===== config.mk =====
export PLATFORM = sky130hd
export DESIGN_NAME = sbc_exec_unit
export DESIGN_NICKNAME = d
export VERILOG_FILES = /design/src/rtl/sbc_pkg.sv /design/src/rtl/sbc_prefix_chain.sv /design/src/rtl/sbc_decoder.sv /design/src/rtl/sbc_sub_alu.sv /design/src/rtl/sbc_regfile.sv /design/src/rtl/sbc_exec_unit.sv
export SDC_FILE = /design/constraint.sdc
export NUM_CORES = 1
export LEC_CHECK = 0
export ABC_AREA = 0
export BUFFER_PORTS_ARGS = -buffer_cell sky130_fd_sc_hd__buf_4
export CELL_PAD_IN_SITES_DETAIL_PLACEMENT = 1
export CELL_PAD_IN_SITES_GLOBAL_PLACEMENT = 1
export CORE_MARGIN = 2
export CORE_UTILIZATION = 40
export CTS_CLUSTER_SIZE = 16
export DETAILED_ROUTE_END_ITERATION = 7
export GPL_ROUTABILITY_DRIVEN = 0
export PLACE_DENSITY = 0.64
export SYNTH_ARGS = -nofsm -noshare
export SYNTH_HDL_FRONTEND = slang
export SYNTH_SLANG_ARGS = --single-unit

===== constraint.sdc =====
create_clock -name clk -period 6.7 [get_ports clk]
set_clock_uncertainty 0.1 [all_clocks]
set_input_delay 0.335 -clock clk [delete_from_list [all_inputs] [get_ports clk]]
set_output_delay 0.335 -clock clk [all_outputs]
set_load 0.1 [all_outputs]

===== src/rtl/sbc_pkg.sv =====
package sbc_pkg;
  localparam int unsigned WORD_W   = 16;
  localparam int unsigned PFX_LO_W = 13;
  localparam int unsigned PFX_HI_W = WORD_W - PFX_LO_W;

  localparam logic [5:0] OPC_SBC  = 6'b001110;
  localparam logic [3:0] VC_ALWAYS = 4'b1011;
  localparam logic [3:0] VC_IF_C   = 4'b0011;
  localparam logic [3:0] VC_IF_NC  = 4'b0111;

  localparam int unsigned FB_C  = 0;
  localparam int unsigned FB_V  = 1;
  localparam int unsigned FB_Z  = 2;
  localparam int unsigned FB_N  = 3;
  localparam int unsigned FB_IE = 4;
  localparam int unsigned FB_IL = 5;

  typedef enum logic [1:0] {
    VAR_ALWAYS = 2'd0,
    VAR_IF_C   = 2'd1,
    VAR_IF_NC  = 2'd2,
    VAR_NONE   = 2'd3
  } variant_e;

  typedef struct packed {
    logic n;
    logic z;
    logic v;
    logic c;
  } arith_flags_t;
endpackage


===== src/rtl/sbc_prefix_chain.sv =====
module sbc_prefix_chain
  import sbc_pkg::*;
(
  input  logic                clk,
  input  logic                rst_n,
  input  logic                accept,
  input  logic                is_prefix,
  input  logic [PFX_LO_W-1:0] payload,
  output logic [1:0]          cnt,
  output logic [WORD_W-1:0]   imm
);
  logic [PFX_LO_W-1:0] older_q, newer_q;
  logic [1:0]          cnt_q;

  always_ff @(posedge clk or negedge rst_n) begin
    if (!rst_n) begin
      cnt_q   <= 2'd0;
      older_q <= '0;
      newer_q <= '0;
    end else if (accept) begin
      if (!is_prefix) begin
        cnt_q <= 2'd0;
      end else begin
        case (cnt_q)
          2'd0: begin
            older_q <= payload;
            cnt_q   <= 2'd1;
          end
          2'd1: begin
            newer_q <= payload;
            cnt_q   <= 2'd2;
          end
          default: begin
            older_q <= newer_q;
            newer_q <= payload;
            cnt_q   <= 2'd2;
          end
        endcase
      end
    end
  end

  always_comb begin
    case (cnt_q)
      2'd1:    imm = {{PFX_HI_W{1'b0}}, older_q};
      2'd2:    imm = {older_q[PFX_HI_W-1:0], newer_q};
      default: imm = '0;
    endcase
  end

  assign cnt = cnt_q;
endmodule


===== src/rtl/sbc_decoder.sv =====
module sbc_decoder
  import sbc_pkg::*;
#(
  parameter int unsigned ADDR_W = 3
) (
  input  logic [WORD_W-1:0] word,
  input  logic              carry,
  output logic [ADDR_W-1:0] dst_idx,
  output logic [ADDR_W-1:0] src_idx,
  output logic              runs,
  output logic              upd_carry
);
  variant_e var_sel;
  logic     opc_hit;
  logic     cond_ok;

  assign opc_hit = (word[15:10] == OPC_SBC);
  assign dst_idx = word[7 +: ADDR_W];
  assign src_idx = word[0 +: ADDR_W];

  always_comb begin
    case (word[6:3])
      VC_ALWAYS: var_sel = VAR_ALWAYS;
      VC_IF_C:   var_sel = VAR_IF_C;
      VC_IF_NC:  var_sel = VAR_IF_NC;
      default:   var_sel = VAR_NONE;
    endcase
  end

  always_comb begin
    case (var_sel)
      VAR_ALWAYS: cond_ok = 1'b1;
      VAR_IF_C:   cond_ok = carry;
      VAR_IF_NC:  cond_ok = !carry;
      default:    cond_ok = 1'b0;
    endcase
  end

  assign runs      = opc_hit && cond_ok;
  assign upd_carry = (var_sel == VAR_ALWAYS);
endmodule


===== src/rtl/sbc_sub_alu.sv =====
module sbc_sub_alu
  import sbc_pkg::*;
#(
  parameter int unsigned W = 16
) (
  input  logic [W-1:0]  minuend,
  input  logic [W-1:0]  subtrahend,
  input  logic          borrow_in,
  output logic [W-1:0]  diff,
  output arith_flags_t  fl
);
  logic [W:0] wide;

  assign wide = {1'b0, minuend} - {1'b0, subtrahend} - {{W{1'b0}}, borrow_in};
  assign diff = wide[W-1:0];

  always_comb begin
    fl.c = wide[W];
    fl.v = (minuend[W-1] != subtrahend[W-1]) && (diff[W-1] != minuend[W-1]);
    fl.z = (diff == '0);
    fl.n = diff[W-1];
  end
endmodule


===== src/rtl/sbc_regfile.sv =====
module sbc_regfile #(
  parameter int unsigned NREG   = 8,
  parameter int unsigned REG_W  = 24,
  parameter int unsigned OPND_W = 16,
  localparam int unsigned ADDR_W = $clog2(NREG)
) (
  input  logic              clk,
  input  logic              rst_n,
  input  logic              we,
  input  logic [ADDR_W-1:0] waddr,
  input  logic [REG_W-1:0]  wdata,
  input  logic [ADDR_W-1:0] ra_a,
  output logic [OPND_W-1:0] rd_a,
  input  logic [ADDR_W-1:0] ra_b,
  output logic [OPND_W-1:0] rd_b,
  input  logic [ADDR_W-1:0] ra_c,
  output logic [REG_W-1:0]  rd_c
);
  logic [REG_W-1:0] regs [NREG];

  for (genvar g = 0; g < NREG; g++) begin : g_reg
    always_ff @(posedge clk or negedge rst_n) begin
      if (!rst_n)
        regs[g] <= '0;
      else if (we && (waddr == ADDR_W'(g)))
        regs[g] <= wdata;
    end
  end

  assign rd_a = regs[ra_a][OPND_W-1:0];
  assign rd_b = regs[ra_b][OPND_W-1:0];
  assign rd_c = regs[ra_c];
endmodule


===== src/rtl/sbc_exec_unit.sv =====
module sbc_exec_unit
  import sbc_pkg::*;
#(
  parameter int unsigned NREG  = 8,
  parameter int unsigned REG_W = 24,
  parameter int unsigned IL_W  = 3,
  localparam int unsigned ADDR_W = $clog2(NREG),
  localparam int unsigned FLAG_W = FB_IL + IL_W
) (
  input  logic              clk,
  input  logic              rst_n,
  input  logic              in_valid,
  output logic              in_ready,
  input  logic [WORD_W-1:0] in_word,
  input  logic              in_is_prefix,
  input  logic              in_delay_slot,
  input  logic              reg_ld_en,
  input  logic [ADDR_W-1:0] reg_ld_addr,
  input  logic [REG_W-1:0]  reg_ld_data,
  input  logic              psr_ld_en,
  input  logic [FLAG_W-1:0] psr_ld_data,
  input  logic [ADDR_W-1:0] dbg_addr,
  output logic [REG_W-1:0]  dbg_data,
  output logic [FLAG_W-1:0] flags
);
  logic              accept;
  logic [1:0]        pfx_cnt;
  logic [WORD_W-1:0] pfx_imm;
  logic [ADDR_W-1:0] dst_idx, src_idx;
  logic              dec_runs, upd_carry;
  logic [WORD_W-1:0] dst_val, src_val;
  logic              use_imm;
  logic [WORD_W-1:0] op_min, op_sub;
  logic [WORD_W-1:0] diff;
  arith_flags_t      alu_fl;
  logic              exec;
  logic [FLAG_W-1:0] flags_q;
  logic              rf_we;
  logic [ADDR_W-1:0] rf_waddr;
  logic [REG_W-1:0]  rf_wdata;

  assign in_ready = !(reg_ld_en || psr_ld_en);
  assign accept   = in_valid && in_ready;

  sbc_prefix_chain u_pfx (
    .clk       (clk),
    .rst_n     (rst_n),
    .accept    (accept),
    .is_prefix (in_is_prefix),
    .payload   (in_word[PFX_LO_W-1:0]),
    .cnt       (pfx_cnt),
    .imm       (pfx_imm)
  );

  sbc_decoder #(.ADDR_W(ADDR_W)) u_dec (
    .word      (in_word),
    .carry     (flags_q[FB_C]),
    .dst_idx   (dst_idx),
    .src_idx   (src_idx),
    .runs      (dec_runs),
    .upd_carry (upd_carry)
  );

  sbc_regfile #(.NREG(NREG), .REG_W(REG_W), .OPND_W(WORD_W)) u_rf (
    .clk   (clk),
    .rst_n (rst_n),
    .we    (rf_we),
    .waddr (rf_waddr),
    .wdata (rf_wdata),
    .ra_a  (dst_idx),
    .rd_a  (dst_val),
    .ra_b  (src_idx),
    .rd_b  (src_val),
    .ra_c  (dbg_addr),
    .rd_c  (dbg_data)
  );

  // Prefix form: minuend from source, subtrahend from the immediate.
  assign use_imm = (pfx_cnt != 2'd0) && !in_delay_slot;
  assign op_min  = use_imm ? src_val : dst_val;
  assign op_sub  = use_imm ? pfx_imm : src_val;

  sbc_sub_alu #(.W(WORD_W)) u_alu (
    .minuend    (op_min),
    .subtrahend (op_sub),
    .borrow_in  (flags_q[FB_C]),
    .diff       (diff),
    .fl         (alu_fl)
  );

  assign exec = accept && !in_is_prefix && dec_runs;

  always_comb begin
    rf_we    = 1'b0;
    rf_waddr = dst_idx;
    rf_wdata = {{(REG_W-WORD_W){1'b0}}, diff};
    if (reg_ld_en) begin
      rf_we    = 1'b1;
      rf_waddr = reg_ld_addr;
      rf_wdata = reg_ld_data;
    end else if (exec) begin
      rf_we    = 1'b1;
    end
  end

  always_ff @(posedge clk or negedge rst_n) begin
    if (!rst_n) begin
      flags_q <= '0;
    end else if (psr_ld_en) begin
      flags_q <= psr_ld_data;
    end else if (exec) begin
      flags_q[FB_V] <= alu_fl.v;
      flags_q[FB_Z] <= alu_fl.z;
      flags_q[FB_N] <= alu_fl.n;
      if (upd_carry)
        flags_q[FB_C] <= alu_fl.c;
    end
  end

  assign flags = flags_q;
endmodule


* Word level (Yosys, flattened, before mapping)
Cells that the tools add are included.
Operators by class: add/subtract/negate cells 2, magnitude comparators 3, equal/unequal tests 17, mux-type cells 24, bitwise operators 5, reductions and logical operators 29
Operators by type and width (number):
- 24-bit binary-select mux with 3-bit select | 3
- 16-bit 2-to-1 mux | 6
- 24-bit 2-to-1 mux | 3
- 16-bit case mux with 2 select lines | 1
- 13-bit case mux with 2 select lines | 1
- 16-bit by 16-bit subtractor with 17-bit output | 1
- 17-bit by 1-bit subtractor with 17-bit output | 1
- 16-bit zero test | 1
- 1-bit logical AND | 14
- 3-bit == test (second input constant) | 4
- 4-bit greater-or-equal comparator (second input constant) | 3
- 3-bit NOT with 4-bit output | 3
- 4-bit 2-to-1 mux | 2
- 3-bit by 2-bit == test with 1-bit output (second input constant) | 2
- 6-bit by 4-bit == test with 1-bit output (second input constant) | 1
- 2-bit case mux with 3 select lines | 1
- 3-bit AND reduction | 2
- 2-bit nonzero test | 3
- 2-bit by 1-bit == test with 1-bit output (second input constant) | 2
- 2-bit == test (second input constant) | 2
- 4-bit by 2-bit == test with 1-bit output (second input constant) | 1
- 4-bit by 3-bit == test with 1-bit output (second input constant) | 1
- 4-bit == test (second input constant) | 1
- 1-bit zero test | 4
- other kinds (11) | 17
Storage, ports and cells: register bits 228, bits of input ports 61, output and inout bits 33

* Longest topological paths before layout
Gate-level depths: netlist of the first run.
depth after elaboration 11, depth in mapped cells 20, depth with buffers taken out 16

* Modules after synthesis
A second synthesis of the first run with hierarchy kept.
Second synthesis, totals: cell total of the unflattened synthesis 1014, area total of the unflattened synthesis 14619.0 µm²
By module, submodules not included:
- sbc_regfile | times used 1, cells each 614, area each 10636.5 µm²
- sbc_prefix_chain | times used 1, cells each 116, area each 1600.3 µm²
- sbc_sub_alu | times used 1, cells each 171, area each 1212.4 µm²
- sbc_exec_unit | times used 1, cells each 101, area each 1076.0 µm²
- sbc_decoder | times used 1, cells each 12, area each 93.8 µm²

* Worst setup path after synthesis of the first run
Ideal clock, no wire load.
kind input port to flip-flop, start point input in_word[7], end point register flags_q[0] (netlist: flags[0]), setup time 0.131 ns, arrival time 4.573 ns, data required time 6.469 ns, path slack 1.895 ns, cell stages on the path 16, cells stage by stage buf_6 -> buf_1 -> mux4_2 -> mux2_2 -> a21oi_1 -> fa_1 -> inv_1 -> fa_1 -> nand2b_1 -> a2111oi_2 -> o2111ai_1 -> a31o_2 -> a21oi_1 -> o21ai_0 -> and4b_1 -> or3_1
Between the ends: cells in the longest elaborated chain, start to end 10
RTL lines:
- from (decl) | RTL line sbc_exec_unit.sv:14 | input logic [WORD_W-1:0] in_word,
- 3-bit NOT with 4-bit output (not written as such) | RTL line sbc_regfile.sv:30 | assign rd_a = regs[ra_a][OPND_W-1:0];
- 24-bit binary-select mux with 3-bit select | RTL line sbc_regfile.sv:30
- 16-bit 2-to-1 mux (not written as such) (2 in a row) | RTL line sbc_regfile.sv:30
- 16-bit 2-to-1 mux | RTL line sbc_exec_unit.sv:80 | assign op_min = use_imm ? src_val : dst_val;
- 16-bit by 16-bit subtractor with 17-bit output | RTL line sbc_sub_alu.sv:14 | assign wide = {1'b0, minuend} - {1'b0, subtrahend} - {{W{1'b0}}, borrow_in};
- 17-bit by 1-bit subtractor with 17-bit output | RTL line sbc_sub_alu.sv:14
- 1-bit 2-to-1 mux | RTL line sbc_exec_unit.sv:115 | if (upd_carry)
- 4-bit 2-to-1 mux | RTL line sbc_exec_unit.sv:111 | end else if (exec) begin
- 4-bit 2-to-1 mux | RTL line sbc_exec_unit.sv:109 | end else if (psr_ld_en) begin
- to (signal assigned) | RTL line sbc_exec_unit.sv:110 | flags_q <= psr_ld_data;
- to (signal, indexed assignment) | RTL line sbc_exec_unit.sv:112 | flags_q[FB_V] <= alu_fl.v;
- to (signal, indexed assignment) | RTL line sbc_exec_unit.sv:116 | flags_q[FB_C] <= alu_fl.c;
- to (decl) | RTL line sbc_exec_unit.sv:37 | logic [FLAG_W-1:0] flags_q;
No other way between the ends. The select of a mux whose other input is x is not followed. A chain may end at the register's enable or synchronous reset.

* Worst setup path in the final report of the first run
start point register u_pfx.cnt_q[0] (netlist: u_pfx.cnt[0]), end point register u_rf.regs[110] (netlist bit)
Between the ends: cells in the longest elaborated chain, start to end 6
RTL lines:
- from (decl) | RTL line sbc_prefix_chain.sv:13 | logic [1:0] cnt_q;
- from (signal assigned) | RTL line sbc_prefix_chain.sv:17 | cnt_q <= 2'd0;
- from (signal assigned) | RTL line sbc_prefix_chain.sv:22 | cnt_q <= 2'd0;
- from (signal assigned) | RTL line sbc_prefix_chain.sv:27 | cnt_q <= 2'd1;
- 2-bit == test (tied with other cells) | RTL line sbc_prefix_chain.sv:44 | case (cnt_q)
- 16-bit case mux with 2 select lines or 1-bit logical AND (tied branches) | RTL line sbc_prefix_chain.sv:44, sbc_exec_unit.sv:79
- 16-bit 2-to-1 mux (on tied branches) | RTL line sbc_exec_unit.sv:81, sbc_exec_unit.sv:80
- 16-bit by 16-bit subtractor with 17-bit output (*) | RTL line sbc_sub_alu.sv:14
- 17-bit by 1-bit subtractor with 17-bit output (*) | RTL line sbc_sub_alu.sv:14
- 24-bit 2-to-1 mux (*) | RTL line sbc_exec_unit.sv:97 | if (reg_ld_en) begin
- to (signal, indexed assignment) | RTL line sbc_regfile.sv:26 | regs[g] <= wdata;
- to (decl) | RTL line sbc_regfile.sv:19 | logic [REG_W-1:0] regs [NREG];
Every way passes the cells marked *; elsewhere a longest branch is shown, timed or not.

==> results.toml, run 1 <==
[floorplanning]
ios = 94
fp.dieW_um = 187
die_h_um = 187
start_util = 0.404
core_area_um2 = 33300
num_rows = 67
dieArea_um2 = 35100

[sta]
slew_violations = 0
fin_hold_ws_ns = 0.0674
worst_pin_slew_ns = 1.13
grt_setup_unrepaired = "false"
slew_headroom = 0.247
hold_violations = 0
max_freq_ghz = 0.197
fin_setup_tns_ns = 0
setup_viol = 0
finalCritPeriodShare = 0.759
finalCriticalPeriod_ns = 5.08

[detailed_routing]
drtIter0Drc = 569
firstDrtPassIters = 5
ant_nets = 0
num_vias = 10200
post_drt_wl_per_cell_um = 23.0
wl_um = 40800
drc_errors = 0
viasPerCell = 5.72

[finish]
syn2layout_area_growth_pct = 14.9
multi_input_area_um2 = 7270
layout_commonest_cell = "dfrtp_1"
drive_gt1_frac = 0.249
fillers = 3641
seqCellArea_um2 = 5710
final_cell_mix = "dfrtp_1 (228), nand2_1 (226), o21ai_0 (202)"
fin_nets = 1409
diodes = 0

[synthesis]
async_flop_share = 1.00
syn_area_per_cell_um2 = 10.7
syn_area_um2 = 13400
synth.yosys.seq_area_share = 0.424
synthesis.nets = 1354
synth_cells = 1260
synth_top_flop_cell = "dfrtp_1"
yosys_register_bits = 228
synth.distinct_cells = 56
yosysWarnings = 0
synth_edf_count = 0

[cts]
postCtsSetupRepairBufs = 0
cts_root_buf = "clkbuf_16"
cts_max_path_buffers = 3
cts_sinks = 228
cts_resized = 0
cts_tree = "built"
cts_hold_buf = 16
htreeDepth = 1
clkTransAtPathRegs_ns = 0.06
clock_latency_ns = 0.55
cts_buffers = 27

[worst_hold_path]
hold_class = "input port to flop"
min-delay-start = "reg_ld_data[13]"

[global_route]
antenna_found_initial = 0
grt_pass1_wl_um = 65000
grt_pass1_vias = 11000
track_usage = 0.238
grt_max_degree = 89
grt.overflow.total = 0

[placement]
place_hpwl_um = 25500
io_buffers = 93

[power_and_ir_drop]
clock_power_share = 0.174
p_seq_frac = 0.284
power_frac_comb = 0.542
power.density_nw_per_um2 = 529
swShare = 0.455
p_switching_w = 0.00372
p_int_w = 0.00445
p_leak_nw = 6.80
vdd_ir_drop_max_mv = 0.270

[worst_setup_path]
path_class = "flop to flop"
crit_required_ns = 6.98
startpoint_type = "flop"
cp_data_arrival_time_ns = 5.36
end_kind = "flop"
r2r-start = "u_pfx.cnt[0]"
startpoint = "u_pfx.cnt[0]"
cp_max_fo = 31

[job]
cap_viol_max_count = 0

[run_status]
status = "finished, final reports clean"
==> power groups by stage <==
stage / registers, W / clock network [W] / logic (W)
after floorplan: 0.00221 / 0 / 0.00333
after detailed placement: 0.00232 / 0 / 0.00443
final: 0.00232 / 0.00142 / 0.00443
after global routing: 0.00240 / 0.00151 / 0.00490
after global placement: 0.00228 / 0 / 0.00437
after CTS: 0.00231 / 0.00147 / 0.00447
==> area by class of cell <==
cell class                 count  area share
sequential                   228       0.369
inverter                      32     0.00777
clock inverter                 7     0.00413
timing repair buffer         122      0.0623
multi-input combinational    904       0.470
tap                          448      0.0363
clock buffer                  38      0.0503
==> synthesized netlist by cell type (5+ instances only) <==
cell / instances / area, um2
xor2_1: 6 / 52.6
ha_1: 31 / 388
buf_1: 16 / 60.1
o22ai_1: 7 / 43.8
mux2_2: 58 / 653
a22oi_1: 13 / 97.6
mux4_2: 110 / 2480
xnor2_1: 9 / 78.8
clkbuf_1: 77 / 289
nand4_1: 5 / 31.3
a21o_1: 9 / 67.6
nor2_1: 53 / 199
nor3_1: 6 / 30.0
o21ai_0: 202 / 1010
nand2_1: 227 / 852
inv_1: 32 / 120
mux2i_1: 40 / 400
a21oi_1: 52 / 260
o21ai_1: 8 / 40.0
dfrtp_1: 228 / 5710
nand2b_1: 9 / 56.3
==> sequential cells by signal, summed over array words and instances (netlist names) <==
signal         cells
flags              8
u_pfx.older_q     13
u_rf.regs        192
u_pfx.cnt          2
u_pfx.newer_q     13
==> cells by family after synthesis <==
logic type / count (synthesis) / synth area share
AND/OR/NAND/NOR: 333 / 0.104
AO/OA/AOI/OAI: 312 / 0.126
flip-flops: 228 / 0.424
multiplexers: 211 / 0.267
buffers and inverters: 128 / 0.0367
adder cells (fa/ha/maj): 33 / 0.0318
XOR/XNOR: 15 / 0.00977
==> layer usage <==
layer	track usage	share of wire	vias to the layer above
li1	-	-	4682
met1	0.331	0.46	5188
met2	0.395	0.47	234
met3	0.0266	0.037	65
met4	0.0690	0.029	0
met5	0	0	-
==> critical path: stages, from the launching register on <==
cell,delay [ns]
dfrtp_1,0.38
inv_1,0.08
ha_1,0.26
nor2_2,0.12
buf_4,0.33
nand2_1,0.44
o22ai_1,0.28
fa_1,0.20
inv_1,0.07
fa_1,0.46
nand2b_1,0.19
a2111oi_2,0.50
o2111ai_1,0.23
a31o_2,0.29
a21oi_1,0.22
xnor2_1,0.11
mux2i_1,0.48
o21ai_0,0.17
==> final timing paths <==
path	depth (start not counted)	slack [ns]	to
hold / removal	3	0.07	u_rf.regs[13]
hold reg to reg	2	0.38	u_rf.regs[70]
min in group asynchronous	2	0.30	u_rf.regs[57]
max in group asynchronous	3	4.76	u_rf.regs[115]
setup reg to reg	17	1.62	u_rf.regs[110]
setup / recovery	17	1.62	u_rf.regs[110]
==> per-stage QoR <==
| step | instances | area, um2 | utilization | worst slack (ns) | power (W) |
|---|---|---|---|---|---|
| after floorplan | 1260 | 13400 | - | 1.90 | 0.00554 |
| after global placement | 1718 | 14500 | 0.434 | 1.51 | 0.00665 |
| after detailed placement | 1718 | 14500 | 0.434 | 1.40 | 0.00675 |
| after CTS | 1779 | 15500 | 0.464 | 1.55 | 0.00824 |
| after global routing | 1779 | 15500 | 0.464 | 1.11 | 0.00881 |
| final | 1779 | 15500 | 0.464 | 1.62 | 0.00817 |
Power figures use the tool's default switching activity.
==> run 2, diff against run 1 <==
- PLACE_DENSITY: 0.64 -> 0.67
- clock period: 6.7 -> 4.3 ns (I/O delays scaled with it)
==> run 2 against run 1 <==
Against the previous run: utilization up 4.2 points; critical path type unchanged; worst setup slack lost 1.6 ns; via count grew 6.3%; highest routed layer unchanged; critical endpoint is now flags[2]; critical path depth decreased by 2.
==> results.toml, run 2 (synthesis gave the netlist of run 1 again) <==
[sta]
slew_headroom = 0.226
slew_violations = 0
hold_violations = 0
grt_setup_unrepaired = "true"
finalCritPeriodShare = 0.987
finalCriticalPeriod_ns = 4.24
setup_viol = 0
max_freq_ghz = 0.236
fin_hold_ws_ns = 0.00264
layout_setup_ws_ns = 0.0567
worst_pin_slew_ns = 1.16

[cts]
htreeDepth = 1
cts_root_buf = "clkbuf_16"
cts_buffers = 28
cts_sinks = 228
cts_tree = "built"
cts_max_path_buffers = 3
clkTransAtPathRegs_ns = 0.06
clock_latency_ns = 0.56

[placement]
place_hpwl_um = 27800
io_buffers = 93
pre_cts_slack_ns = -0.573
dpl-instance-area_um2 = 15200

[finish]
syn2layout_area_growth_pct = 25.2
drive_gt1_frac = 0.315
registers.top_by_ff_count = "u_rf.regs"
largest_register_ffs = 192
top_regs = "u_rf.regs x192, u_pfx.newer_q x13, u_pfx.older_q x13"
final_cell_mix = "dfrtp_1 (228), nand2_1 (226), o21ai_0 (199)"
diodes = 0
layout_commonest_cell = "dfrtp_1"
fin_nets = 1524
design_area_um2 = 16800

[detailed_routing]
wirelength_met1_um = 18700
wl_met3_um = 1740
wl_met2_um = 20800
firstDrtPassIters = 5
wl_um = 42300
drtIter0Drc = 660
num_vias = 10800
post_drt_wl_per_cell_um = 22.2
viasPerCell = 5.69
dr.max_layer_used = "met4"
drc_errors = 0
ant_nets = 0

[worst_hold_path]
hold_class = "input port to flop"
min-delay-start = "reg_ld_data[10]"

[floorplanning]
num_rows = 67
core_area_um2 = 33300
dieArea_um2 = 35100
start_util = 0.404
die_h_um = 187
fp.dieW_um = 187
ios = 94

[global_route]
grt_pass1_wl_um = 66900
grt_pass1_vias = 11600
grt.overflow.total = 0
antenna_found_initial = 0
track_usage = 0.245
grt_max_degree = 120

[worst_setup_path]
r2r_setup_slack_ns = 0.06
crit_path_max_incr_delay_ns = 0.52
crit_required_ns = 4.69
crit_family = "simple AND/OR/NAND/NOR gates"
cp_data_arrival_time_ns = 4.63
path_class = "flop to flop"
r2r-start = "u_rf.regs[0]"
cpMaxStageDelayCell = "or4b_4"
startpoint_type = "flop"
cp_max_fo = 3
cp_cell_sequence = "mux4_2 -> mux2_4 -> a21oi_4 -> fa_2 -> inv_2 -> fa_2 -> nand2b_4 -> a2111oi_4 -> buf_4 -> o31ai_4 -> xnor2_2 -> nor4bb_1 -> or4b_4 -> nor4_4 -> a21o_1"
worst-path-buf-inv = 2
startpoint = "u_rf.regs[0]"
end_kind = "flop"
cpMostUsedCell = "fa_2"

[run_status]
status = "finished, final reports clean"

[power_and_ir_drop]
finalPower_w = 0.0149
vdd_ir_drop_max_mv = 0.395
power.density_nw_per_um2 = 882
p_leak_nw = 7.49

[job]
cap_viol_max_count = 0
-- run 2: cell types whose count changed in the layout (fill, tap and decap cells not counted), moves of 3 or more --
cell           previous run  this run
clkbuf_8                  6        12
mux2i_1                  40        36
clkinv_2                  5         2
dlygate4sd3_1            16        37
nor2_1                   52        49
buf_4                   105       191
buf_12                    0         6
bufinv_16                 1         4
o21ai_0                 202       199
mux2i_4                   2         6
-- run 2: power by group --
part,switching [W],internal [W],total [W]
combinational,0.00476,0.00387,0.00863
clock,0.000969,0.00164,0.00261
sequential,0.000700,0.00292,0.00362
-- run 2: layer usage --
metal	global-route usage	vias up
met5	0	-
met1	0.335	5612
met2	0.411	221
met4	0.0708	0
li1	-	4924
met3	0.0310	55
-- run 2: final timing paths --
| kind | end | depth (start not counted) |
|---|---|---|
| setup / recovery | flags[2] | 15 |
| hold / removal | u_rf.regs[10] | 3 |
| setup reg to reg | flags[2] | 15 |
| hold reg to reg | u_rf.regs[47] | 2 |
| max in group asynchronous | u_rf.regs[111] | 3 |
| min in group asynchronous | u_rf.regs[82] | 2 |
-- run 2: final cells by class --
cell class	count	area, um2
flip-flops and latches	228	5710
well taps	448	561
clock inverters	9	163
clock buffers	43	877
multi-input cells	904	7470
inverters	32	120
fillers	3592	16400
repair buffers	236	1950
-- run 2: worst min-delay path, cell delays in order --
cell     delay (ns)
buf_4          0.09
mux2i_2        0.13
o21ai_0        0.17
-- run 2: repair_timing --
action                                  4_1_cts  5_1_grt
endpoints found under the setup margin       28       40
setup buffers                                 5        2
resized for setup                            20       19
hold buffers                                 35        2
pin swaps                                    10        6
hold endpoints to repair                    181       11
-- run 2: metrics by stage --
stage / std cells / util / setup TNS (ns)
floorplan: 1260 / - / 0
global placement: 1804 / 0.456 / -2.78
detailed placement: 1804 / 0.456 / -6.69
CTS: 1896 / 0.502 / -0.0301
global route: 1900 / 0.506 / -0.0765
finish: 1900 / 0.506 / 0
